--- src/rtl/rtc_pkg.sv ---
package rtc_pkg;
  localparam int NIB_W    = 4;
  localparam int ADDR_W   = 4;
  localparam int N_BANK   = 3;
  localparam int N_BANKED = 15;            // addresses 0..E carry banked storage
  localparam int TMR_W    = 2 * NIB_W;
  localparam logic [ADDR_W-1:0] A_CTRL = 4'hF;
  localparam logic [ADDR_W-1:0] A_EXT  = 4'hE;
  typedef logic [NIB_W-1:0] nib_t;
endpackage

--- src/rtl/rtc_access_map.sv ---
module rtc_access_map
  import rtc_pkg::*;
(
  input  logic [1:0]        bank_i,
  input  logic [ADDR_W-1:0] addr_i,
  output nib_t              mask_o,   // writable/readable banked bits
  output logic              tmr_ro_o  // read-only timer window
);
  always_comb begin
    mask_o   = '0;
    tmr_ro_o = 1'b0;
    unique case (bank_i)
      2'd0: unique case (addr_i)
        4'h3, 4'h6:       mask_o = 4'b0111;
        4'h5, 4'h8:       mask_o = 4'b0011;
        4'hA:             mask_o = 4'b0001;
        4'hE:             mask_o = 4'b0011;
        4'hF:             mask_o = 4'b0000;
        default:          mask_o = 4'b1111;
      endcase
      2'd1: unique case (addr_i)
        4'hC:             mask_o = 4'b0111;
        4'hD:             mask_o = 4'b1011;
        4'hE:             mask_o = 4'b0011;
        4'hF:             mask_o = 4'b0000;
        default:          mask_o = 4'b1111;
      endcase
      2'd2: unique case (addr_i)
        4'h2, 4'h3, 4'h9, 4'hA, 4'hF: mask_o = 4'b0000;
        4'h6, 4'h7: begin
          mask_o   = 4'b0000;
          tmr_ro_o = 1'b1;
        end
        4'hE:             mask_o = 4'b0011;
        default:          mask_o = 4'b1111;
      endcase
      default:            mask_o = 4'b0000;
    endcase
  end
endmodule

--- src/rtl/rtc_busy_gen.sv ---
module rtc_busy_gen #(
  parameter int TICKS_PER_SEC = 32768,
  parameter int BUSY_TICKS    = 8
) (
  input  logic clk_i,
  input  logic rst_ni,
  input  logic tick_i,
  output logic busy_o,
  output logic upd_o
);
  localparam int CW = $clog2(TICKS_PER_SEC);
  localparam logic [CW-1:0] LAST  = CW'(TICKS_PER_SEC - 1);
  localparam logic [CW-1:0] BSTART = CW'(TICKS_PER_SEC - BUSY_TICKS);

  logic [CW-1:0] cnt_q;
  logic          upd_q;
  logic          wrap;

  assign wrap = tick_i && (cnt_q == LAST);

  always_ff @(posedge clk_i or negedge rst_ni) begin
    if (!rst_ni) begin
      cnt_q <= '0;
      upd_q <= 1'b0;
    end else begin
      upd_q <= wrap;
      if (wrap)        cnt_q <= '0;
      else if (tick_i) cnt_q <= cnt_q + 1'b1;
    end
  end

  assign busy_o = (cnt_q >= BSTART);
  assign upd_o  = upd_q;

  p_busy_off_at_upd_r4: assert property (@(posedge clk_i) disable iff (!rst_ni)
    upd_o |-> !busy_o);
  p_busy_ends_with_upd_r4: assert property (@(posedge clk_i) disable iff (!rst_ni)
    $fell(busy_o) |-> upd_o);
endmodule

--- src/rtl/rtc_shared_ctrl.sv ---
module rtc_shared_ctrl
  import rtc_pkg::*;
(
  input  logic              clk_i,
  input  logic              rst_ni,
  input  logic              we_i,
  input  logic [ADDR_W-1:0] addr_i,
  input  nib_t              wdata_i,
  output logic [1:0]        bank_o,
  output logic              stop_o,
  output logic              test_o,
  output logic              temp_o,
  output logic              adj_o
);
  logic [1:0] bank_q;
  logic       stop_q, test_q, temp_q, adj_q;

  always_ff @(posedge clk_i or negedge rst_ni) begin
    if (!rst_ni) begin
      bank_q <= '0;
      stop_q <= 1'b0;
      test_q <= 1'b0;
      temp_q <= 1'b0;
      adj_q  <= 1'b0;
    end else begin
      adj_q <= 1'b0;
      if (we_i && addr_i == A_CTRL) begin
        bank_q <= wdata_i[3:2];
        stop_q <= wdata_i[1];
        adj_q  <= wdata_i[0];        // bit 0 write is a command, not storage
      end
      if (we_i && addr_i == A_EXT) begin
        test_q <= wdata_i[3];
        temp_q <= wdata_i[2];
      end
    end
  end

  assign bank_o = bank_q;
  assign stop_o = stop_q;
  assign test_o = test_q;
  assign temp_o = temp_q;
  assign adj_o  = adj_q;

  p_shared_hold_r2: assert property (@(posedge clk_i) disable iff (!rst_ni)
    !(we_i && addr_i >= A_EXT) |=> $stable({bank_q, stop_q, test_q, temp_q}));
  p_adj_from_write_r3: assert property (@(posedge clk_i) disable iff (!rst_ni)
    adj_q |-> $past(we_i && addr_i == A_CTRL && wdata_i[0]));
endmodule

--- src/rtl/rtc_bank_regfile.sv ---
module rtc_bank_regfile
  import rtc_pkg::*;
#(
  parameter int TICKS_PER_SEC = 32768,
  parameter int BUSY_TICKS    = 8
) (
  input  logic                clk_i,
  input  logic                rst_ni,
  input  logic                tick_i,
  input  logic                we_i,
  input  logic [ADDR_W-1:0]   addr_i,
  input  logic [NIB_W-1:0]    wdata_i,
  input  logic [TMR_W-1:0]    tmr_cnt_i,
  output logic [NIB_W-1:0]    rdata_o,
  output logic                busy_o,
  output logic                upd_o,
  output logic                adj_o,
  output logic                stop_o
);
  logic [1:0] bank;
  logic       test_b, temp_b;
  nib_t       mask, stored;
  logic       tmr_ro;
  logic [N_BANK-1:0][N_BANKED-1:0][NIB_W-1:0] mem_q;

  rtc_shared_ctrl u_ctrl (
    .clk_i, .rst_ni, .we_i, .addr_i, .wdata_i,
    .bank_o(bank), .stop_o, .test_o(test_b), .temp_o(temp_b), .adj_o
  );

  rtc_busy_gen #(.TICKS_PER_SEC(TICKS_PER_SEC), .BUSY_TICKS(BUSY_TICKS)) u_busy (
    .clk_i, .rst_ni, .tick_i, .busy_o, .upd_o
  );

  rtc_access_map u_map (
    .bank_i(bank), .addr_i, .mask_o(mask), .tmr_ro_o(tmr_ro)
  );

  always_ff @(posedge clk_i or negedge rst_ni) begin
    if (!rst_ni) begin
      mem_q       <= '0;
      mem_q[0][1] <= 4'b1000;   // oscillator-stop flag set at power-on
    end else begin
      for (int b = 0; b < N_BANK; b++)
        for (int a = 0; a < N_BANKED; a++)
          if (we_i && bank == 2'(b) && addr_i == ADDR_W'(a))
            mem_q[b][a] <= (mem_q[b][a] & ~mask) | (wdata_i & mask);
    end
  end

  always_comb begin
    stored = '0;
    for (int b = 0; b < N_BANK; b++)
      for (int a = 0; a < N_BANKED; a++)
        if (bank == 2'(b) && addr_i == ADDR_W'(a)) stored = mem_q[b][a];
  end

  always_comb begin
    if (addr_i == A_CTRL)      rdata_o = {bank, stop_o, busy_o};
    else if (addr_i == A_EXT)  rdata_o = {test_b, temp_b, stored[1:0] & mask[1:0]};
    else if (tmr_ro)           rdata_o = addr_i[0] ? tmr_cnt_i[7:4] : tmr_cnt_i[3:0];
    else                       rdata_o = stored & mask;
  end

  p_no_write_leak_r1: assert property (@(posedge clk_i) disable iff (!rst_ni)
    !we_i |=> $stable(mem_q));
  p_bank3_quiet_r9: assert property (@(posedge clk_i) disable iff (!rst_ni)
    (bank == 2'd3 && addr_i < A_EXT) |-> rdata_o == '0);
  p_busy_visible_r3: assert property (@(posedge clk_i) disable iff (!rst_ni)
    (addr_i == A_CTRL) |-> rdata_o[0] == busy_o);
endmodule

--- config.mk ---
export PLATFORM = sky130hd
export DESIGN_NAME = rtc_bank_regfile
export DESIGN_NICKNAME = d
export VERILOG_FILES = /design/src/rtl/rtc_pkg.sv /design/src/rtl/rtc_access_map.sv /design/src/rtl/rtc_busy_gen.sv /design/src/rtl/rtc_shared_ctrl.sv /design/src/rtl/rtc_bank_regfile.sv
export SDC_FILE = /design/constraint.sdc
export NUM_CORES = 1
export LEC_CHECK = 0
export ABC_AREA = 1
export BUFFER_PORTS_ARGS = -buffer_cell sky130_fd_sc_hd__buf_2
export CORE_MARGIN = 4
export CORE_UTILIZATION = 50
export DETAILED_ROUTE_END_ITERATION = 6
export PLACE_DENSITY = 0.66
export SYNTH_ARGS = -nofsm -noshare
export SYNTH_HDL_FRONTEND = slang
export SYNTH_SLANG_ARGS = --single-unit
--- constraint.sdc ---
create_clock -name clk_i -period 5.6 [get_ports clk_i]
set_input_delay 0.84 -clock clk_i [delete_from_list [all_inputs] [get_ports clk_i]]
set_output_delay 0.84 -clock clk_i [all_outputs]
set_load 0.05 [all_outputs]
### Word level (Yosys, flattened, before mapping)

Cells that the tools add are included.

| operators by class | value |
|---|---|
| reduce and logical (&&, ||, !) cells | 103 |
| multiplexer cells | 58 |
| bitwise operators | 94 |
| equal/unequal tests | 18 |
| $add $sub $neg | 1 |
| $lt $le $gt $ge | 1 |

Operator list:

| cell | count |
|---|---|
| 4-bit two-way mux | 49 |
| 4-bit AND | 47 |
| 4-bit bitwise OR | 45 |
| 1-bit logical AND | 96 |
| 4-bit == test (second input constant) | 8 |
| 4-bit one-hot mux with 4 select lines | 2 |
| 15-bit two-way mux | 2 |
| 4-bit by 3-bit == test with 1-bit output (second input constant) | 4 |
| 15-bit by 1-bit adder with 15-bit output (second input constant) | 1 |
| 15-bit == test (second input constant) | 1 |
| 15-bit greater-or-equal comparator (second input constant) | 1 |
| 4-bit one-hot mux with 3 select lines | 1 |
| 4-bit by 2-bit == test with 1-bit output (second input constant) | 2 |
| 4-bit one-hot mux with 2 select lines | 1 |
| 7-bit OR reduction | 1 |
| 4-bit by 1-bit == test with 1-bit output (second input constant) | 1 |
| 4-bit logical NOT | 1 |
| 4-bit NOT | 1 |
| 2-bit OR reduction | 2 |
| 1-bit two-way mux | 3 |
| 3-bit OR reduction | 1 |
| 2-bit AND | 1 |
| 2-bit by 1-bit == test with 1-bit output (second input constant) | 1 |
| 2-bit == test (second input constant) | 1 |
| 2 further kinds | 2 |

| storage, ports and cells | value |
|---|---|
| input bits | 20 |
| output and inout bits | 8 |
| register bits | 202 |
| logic and storage cells | 327 |

### Logic depth before layout (Yosys ltp)

Gate-level depths: netlist (run 1).

| depth | value |
|---|---|
| depth after elaboration | 51 |
| mapped depth | 33 |
| mapped depth without buffers | 32 |

### Hierarchy

From an unflattened synthesis (run 1), not the netlist that was laid out.

| second synthesis, totals | value |
|---|---|
| cells, all modules | 1,510 |
| area total of the unflattened synthesis | 10,779.1 um2 |

Modules (own cells, without submodules):

| module | cells each | seq. area each (um2) | area an instance (um2) | times used |
|---|---|---|---|---|
| rtc_bank_regfile | 1,292 | 4,505.6 | 9,281.4 | 1 |
| rtc_busy_gen | 124 | 400.4 | 945.9 | 1 |
| rtc_shared_ctrl | 36 | 150.1 | 305.3 | 1 |
| rtc_access_map | 58 | 0.0 | 246.5 | 1 |

### Worst setup path before layout (run 1)

Ideal clock, no wire load.

| timing path | value |
|---|---|
| kind | input -> output |
| start | input addr_i[0] |
| end | output rdata_o[3] |
| arrival | 3.312 ns |
| buffers on the path | 1 |
| stages on the path | 29 |
| data required time | 4.760 ns |
| slack | 1.448 ns |
| path through | buf_4 > nand2_1 > inv_1 > nand2_1 > nor2_2 > a21oi_1 > nand4_1 > nand2_1 > nand4_1 > nand2_1 > nand4_1 > nand2_1 > nand4_1 > nor2_1 > nand4_1 > nor2_1 > nand3_1 > nand2_1 > nand4_1 > nand2_1 > nand4_1 > nand2_1 > nand4_1 > nor2_1 > nand4_1 > nand2_1 > nand2_1 > nand2_1 > nand4_1 |

| between the ends | value |
|---|---|
| word-level cells in the longest chain between the ends | 51 |
| elaborated cells on any way between the ends | 121 |
| those cells by class | eq/ne: 15; mux: 55; bitwise: 1; reduce/logical: 50 |

RTL lines:

| what | line | source |
|---|---|---|
| start: declaration | rtc_bank_regfile.sv:11 | `input logic [ADDR_W-1:0] addr_i,` |
| 4-bit logical NOT | rtc_bank_regfile.sv:55 | `if (bank == 2'(b) && addr_i == ADDR_W'(a)) stored = mem_q[b][a];` |
| 1-bit logical AND | rtc_bank_regfile.sv:55 |  |
| 4-bit two-way mux (45 in series) | rtc_bank_regfile.sv:55 |  |
| 4-bit AND | rtc_bank_regfile.sv:62 | `else rdata_o = stored & mask;` |
| 4-bit two-way mux | rtc_bank_regfile.sv:61 | `else if (tmr_ro) rdata_o = addr_i[0] ? tmr_cnt_i[7:4] : tmr_cnt_i[3:0];` |
| 4-bit two-way mux | rtc_bank_regfile.sv:60 | `else if (addr_i == A_EXT) rdata_o = {test_b, temp_b, stored[1:0] & mask[1:0]};` |
| 4-bit two-way mux (*) | rtc_bank_regfile.sv:59 | `if (addr_i == A_CTRL) rdata_o = {bank, stop_o, busy_o};` |
| end: declaration | rtc_bank_regfile.sv:14 | `output logic [NIB_W-1:0] rdata_o,` |

Every way passes the cells marked *; elsewhere a longest branch is shown, timed or not.

### Worst setup path in the final report (run 1)

| timing path | value |
|---|---|
| start | input addr_i[0] |
| end | output rdata_o[0] |

Same word-level chain as after synthesis.

==> results of run 1 <==
## path summary, 6_finish.rpt
path / slack [ns] / to / startpoint / depth (start not counted)
hold / removal: 0.38 / flip-flop / flip-flop / 0
min in group asynchronous: 0.49 / async pin / rst_ni / 1
setup reg to reg: 3.20 / flip-flop / u_ctrl.bank_o[1]$_DFFE_PN0P_ / 7
hold reg to reg: 0.38 / flip-flop / flip-flop / 0
setup / recovery: 0.49 / rdata_o[0] / addr_i[0] / 30
max in group asynchronous: 3.92 / async pin / rst_ni / 2
## per-stage QoR
stage | total power, µW | setup slack (ns) | instance area [µm²] | cells
final | 3550 | 0.491 | 10000 | 1401
after floorplan | 2200 | 1.45 | 9210 | 1164
after detailed placement | 2390 | 0.533 | 9480 | 1369
after global routing | 3740 | 0.133 | 10000 | 1401
after global placement | 2380 | 0.538 | 9480 | 1369
after CTS | 3570 | 0.519 | 10000 | 1401
## power breakdown
group / switching [µW] / internal, µW
clock network: 592 / 592
logic: 377 / 181
registers: 140 / 1670
total: 1110 / 2440
## worst max-delay path: cells and delay by family
family	cells	cell delay [ns]
buf+inv	4	0.59
simple gates	26	2.82
## area by class of cell
type                            instances  area share (%)
Clock inverter                         13            1.32
Timing Repair Buffer                   37            2.18
Clock buffer                           19            4.31
Tap cell                              229            2.85
Multi-Input combinational cell        791            35.3
Inverter                              112            4.23
Sequential cell                       200            49.8
## kinds of logic after synthesis
| kind of cell | share of synthesized area (%) |
|---|---|
| buffers and inverters | 7.18 |
| AOI/OAI and AO/OA | 10.6 |
| adders and majority gates | 0.272 |
| and+or+nand+nor | 27.2 |
| DFF | 54.3 |
| xor gates and xnor gates | 0.380 |
## layout by cell type, fill, tap and decap left out, types with 5 or more instances in the layout
cell type	netlist	routed
nor2_1	103	103
a21oi_1	28	28
or2_2	10	10
clkbuf_16	0	17
nand4_1	41	41
dfrtp_1	199	199
buf_2	0	26
o21ai_0	152	152
nor2_4	5	5
nand2_2	5	5
buf_4	2	10
inv_2	7	7
nor3_1	11	11
nand3_1	25	25
inv_6	0	6
nor2_2	6	6
inv_1	103	103
nand2_1	377	377
## metal layers
metal,vias up,GRT usage (%)
li1,3685,-
met1,3448,33.3
met2,210,36.3
met3,35,4.99
met4,2,7.63
met5,-,0
==> flow_summary.yaml, run 1 <==
run_status:
  status: "completed"
synthesis:
  synth_top_cells_by_count: "377 x nand2_1, 199 x dfrtp_1, 152 x o21ai_0"
  avgSynthCellArea_um2: 7.91
  ys_top_cells_by_area: "dfrtp_1 54%, nand2_1 15%, o21ai_0 8.3%"
  syn_inst: 1164
  synth.distinct_cells: 33
  postSynth.topFlopCell: "dfrtp_1"
  synth_top_area_cell: "dfrtp_1"
  syn-cell-area_mm2: 0.00921
  yosysTopAreaCellShare_pct: 54.1
  synth_edf_count: 0
  synth-seq-area-share_pct: 54.3
  synth.most_common_cell: "nand2_1"
  synth_seq_cells: 200
  synthArstFlopShare_pct: 100
  syn-num-nets: 1186
  yosys_warnings: 0
critical_path:
  setup.worst_path.end_class: "output pin"
  critPathSlowestCell: "nor2_1"
  crit_required_ns: 4.76
  cp_max_fo: 8
  cp.arrival_ns: 4.27
  cpPeakStageDelay_ns: 0.24
  crit_path_start_kind: "input port"
  path_class: "in2out"
  critPathMostFrequentCell: "nand4_1"
layout:
  drive_above_1_share_pct: 8.87
  multi_input_area_mm2: 0.00354
  fin_nets: 1181
  syn2layout_area_growth_pct: 9.06
  diodes: 0
  final_util_pct: 55.7
  seq_area_mm2: 0.00501
  fill_cells: 1718
detailed_routing:
  ant_nets: 0
  met1Wirelength_mm: 11.0
  num_vias: 7380
  via_per_inst: 5.27
  post_drt_wl_per_cell_um: 16.7
  firstDrtPassIters: 6
  routed_wl_mm: 23.4
  wl_met2_mm: 10.7
  drc: 0
  highest_layer: "met5"
  met3_length_mm: 1.31
  drt_iter0_markers: 654
clocking:
  ctsResizeCount: 0
  ctsHoldBuffers: 0
  post-cts-setup-buffer-count: 0
  clk_path_buf_depth: 2
  cts_tree: "built"
  cts-root-buf: "clkbuf_16"
  clkSinkCount: 200
  cts_buffers: 17
  cts.clk_slew.worst_paths_ns: 0.07
  cts_htree_levels: 4
  clk_latency_ns: 0.44
sta:
  timing_hold_violations_final: 0
  holdWs_ns: 0.377
  setup_viol: 0
  period_minus_slack_ns: 5.11
  finalClockSkew_ns: 0.0101
  grt_setup_unrepaired: "no"
  slew_headroom_pct: 40.8
  maxSlewViolCount: 0
  min_period_over_period_pct: 91.2
  worst_pin_slew_ns: 0.888
  max_freq_mhz: 196
  finalSetupTns_ns: 0
place:
  hpwl_mm: 16.1
  portBuffers: 27
  place_congestion: 0.931
global_route:
  grt.total_usage_pct: 23.5
  grt_pass1_vias: 7058
  antenna_found_initial: 1
  grt_overflow: 0
  grt_pass1_wl_mm: 37.6
  grt_max_degree: 110
floorplanning:
  core_area_mm2: 0.0180
  die_width_um: 144
  dieArea_mm2: 0.0207
  die_y_um: 144
  initial_core_util_pct: 51.1
  rows: 49
  ios: 28
power_and_ir_drop:
  p_leak_uw: 0.00473
  ir_drop_uv: 378
  pwr_density_cell_mw_per_mm2: 354
job:
  maxCapViolations: 0
min_path:
  min_path_type: "reg2reg"
No activity file was read; power rests on OpenSTA's default activity.
==> run 2: changes to the inputs <==
--- a/config.mk
+++ b/config.mk
@@ -5,7 +5,6 @@
 export SDC_FILE = /design/constraint.sdc
 export NUM_CORES = 1
 export LEC_CHECK = 0
-export ABC_AREA = 1
 export BUFFER_PORTS_ARGS = -buffer_cell sky130_fd_sc_hd__buf_2
 export CORE_MARGIN = 4
 export CORE_UTILIZATION = 50
==> constraint.sdc (replaced) <==
create_clock -name clk_i -period 5.6 [get_ports clk_i]
set_input_delay 1.4 -clock clk_i [delete_from_list [all_inputs] [get_ports clk_i]]
set_output_delay 1.4 -clock clk_i [all_outputs]
set_load 0.05 [all_outputs]
==> run 2 against run 1 <==
Against the previous run:
- via count increased by 2.3%
- setup slack got worse by 0.26 ns
- largest power group unchanged
- critical path type unchanged
- power rose by 9.0%
- final cell count fell by 14%
==> flow_summary.yaml, run 2 <==
synthesis:
  synth_edf_count: 0
  syn_inst: 937
  yosysTopAreaCellShare_pct: 47.8
  avgSynthCellArea_um2: 11.1
  synth_top_area_cell: "dfrtp_1"
  synthArstFlopShare_pct: 100
  synth_seq_cells: 200
  synth-seq-area-share_pct: 48.0
  yosys_warnings: 0
  syn-cell-area_mm2: 0.0104
  synth.most_common_cell: "dfrtp_1"
  synth_top_cells_by_count: "199 x dfrtp_1, 157 x mux2_2, 64 x clkbuf_1"
  synth.distinct_cells: 89
  syn-num-nets: 959
  ys_top_cells_by_area: "dfrtp_1 48%, mux2_2 17%, mux2i_1 2.4%"
  postSynth.topFlopCell: "dfrtp_1"
critical_path:
  critPathBufInv: 3
  critPathMostFrequentCell: "buf_2"
  setup.worst_path.end_class: "output pin"
  path_class: "in2out"
  rrSetupSlack_ns: 2.95
  crit_required_ns: 4.20
  cp.depth: 9
  critPathSlowestCell: "a311oi_1"
  reg2reg_depth: 4
  critPathCapture: "rdata_o[3]"
  startpoint: "addr_i[1]"
  critical-path-top-delay-family: "compound AO/OA/AOI/OAI gates"
  cp.arrival_ns: 3.97
  crit_chain: "buf_2, buf_12, nor4bb_1, o211ai_2, a2bb2oi_1, a221o_1, a311oi_1, a211oi_1, buf_2"
  cpPeakStageDelay_ns: 0.51
  crit_path_start_kind: "input port"
  regToRegStartpoint: "u_ctrl.bank_o[1]$_DFFE_PN0P_"
  cp_max_fo: 24
detailed_routing:
  drc: 0
  met3_length_mm: 2.38
  met1Wirelength_mm: 12.6
  firstDrtPassIters: 5
  routed_wl_mm: 28.5
  ant_nets: 0
  highest_layer: "met5"
  via_per_inst: 6.29
  num_vias: 7551
  wl_met2_mm: 12.8
  drt_iter0_markers: 818
  post_drt_wl_per_cell_um: 23.7
clocking:
  cts_htree_levels: 4
  post-cts-setup-buffer-count: 0
  cts_tree: "built"
  ctsHoldBuffers: 0
  clk_latency_ns: 0.45
  cts-root-buf: "clkbuf_16"
  clkSinkCount: 200
  cts.clk_slew.worst_paths_ns: 0.08
  ctsResizeCount: 0
  cts_buffers: 17
  clk_path_buf_depth: 2
floorplanning:
  dieArea_mm2: 0.0232
  die_width_um: 152
  die_y_um: 152
  rows: 52
  core_area_mm2: 0.0204
  ios: 28
  initial_core_util_pct: 51.2
layout:
  final_common_cell: "dfrtp_1"
  fin_nets: 940
  layout_common_cells: "199 x dfrtp_1, 157 x mux2_2, 56 x nor2_1, 53 x nand2_1, 41 x buf_4"
  syn2layout_area_growth_pct: 8.49
  finalNonFillerCells: 1201
  diodes: 0
  fin_area_mm2: 0.0113
  drive_above_1_share_pct: 31.4
  fill_cells: 1745
global_route:
  grt_pass1_wl_mm: 45.4
  grt_max_degree: 109
  grt.total_usage_pct: 24.8
  antenna_found_initial: 1
  grt_pass1_vias: 7601
  grt_overflow: 0
sta:
  min_period_over_period_pct: 96.0
  slew_headroom_pct: 39.0
  worst_pin_slew_ns: 0.916
  setup_viol: 0
  max_freq_mhz: 186
  grt_setup_unrepaired: "no"
  finalSetupTns_ns: 0
  timing_hold_violations_final: 0
  finalClockSkew_ns: 0.0120
  period_minus_slack_ns: 5.37
  worst_slack_ns: 0.226
  maxSlewViolCount: 0
run_status:
  status: "completed"
power_and_ir_drop:
  pwr_density_cell_mw_per_mm2: 343
  ir_drop_uv: 198
  p_leak_uw: 0.00501
min_path:
  min_path_type: "reg2reg"
place:
  dp_slack_ns: 0.350
  portBuffers: 27
  dp.cells: 1169
  hpwl_mm: 19.2
  place_congestion: 0.996
  placed_area_mm2: 0.0107
job:
  maxCapViolations: 0
-- run 2: cell types whose count changed after synthesis, moves of 10 or more --
cell	previous run	this run
nand2_1	377	53
mux2_2	0	157
o21ai_0	152	35
inv_1	103	11
nor2_1	103	56
nand4_1	41	4
buf_2	0	25
mux2i_1	0	25
a22oi_1	0	12
nand2b_1	0	12
buf_6	0	10
nor3_1	11	21
-- run 2: kinds of logic (layout without fill, tap and decap cells) --
kind of cell	after synthesis	in the layout	share of synthesized area, %
fa+ha+maj	2	2	0.240
xor+xnor	12	12	1.01
compound gates	181	181	12.4
buf+inv	121	115	5.70
simple gates	238	238	13.1
flops	200	200	48.0
mux	183	183	19.6
-- run 2: worst min-delay path by stage --
stage,startpoint,to,cells after the start
finish,flip-flop,flip-flop,0
global route,flip-flop,flip-flop,0
CTS,flip-flop,flip-flop,0
detailed placement,flip-flop,flip-flop,0
global placement,flip-flop,flip-flop,0
floorplan,flip-flop,flip-flop,1
-- run 2: routing by layer --
layer / vias to the layer above / global-route usage, %
met3: 56 / 5.79
met1: 3755 / 36.3
li1: 3367 / -
met5: - / 0
met2: 371 / 37.1
met4: 2 / 7.36
-- run 2: per-stage QoR --
| stage | power [µW] | utilization (%) | hold WS, ns |
|---|---|---|---|
| after floorplan | 2380 | - | 0.420 |
| after global placement | 2620 | 52.6 | 0.361 |
| after detailed placement | 2640 | 52.6 | 0.362 |
| after CTS | 3880 | 55.5 | 0.380 |
| after global routing | 4040 | 55.5 | 0.388 |
| final | 3870 | 55.5 | 0.377 |
-- run 2: final cells by class --
class                   instances  area (µm²)  share of cell area, %
flip-flops and latches        200        5010                   44.3
multi-input cells             616        4820                   42.6
repair buffers                 71         512                   4.53
clock buffers                  21         470                   4.16
well taps                     270         338                   2.99
clock inverters                11         114                   1.01
inverters                      12        45.0                  0.398
-- run 2: power breakdown --
part	leakage (µW)	internal, µW	switching (µW)	total (µW)
logic	0.00208	353	414	768
registers	0.00265	1680	179	1860
clock network	0.000276	658	589	1250
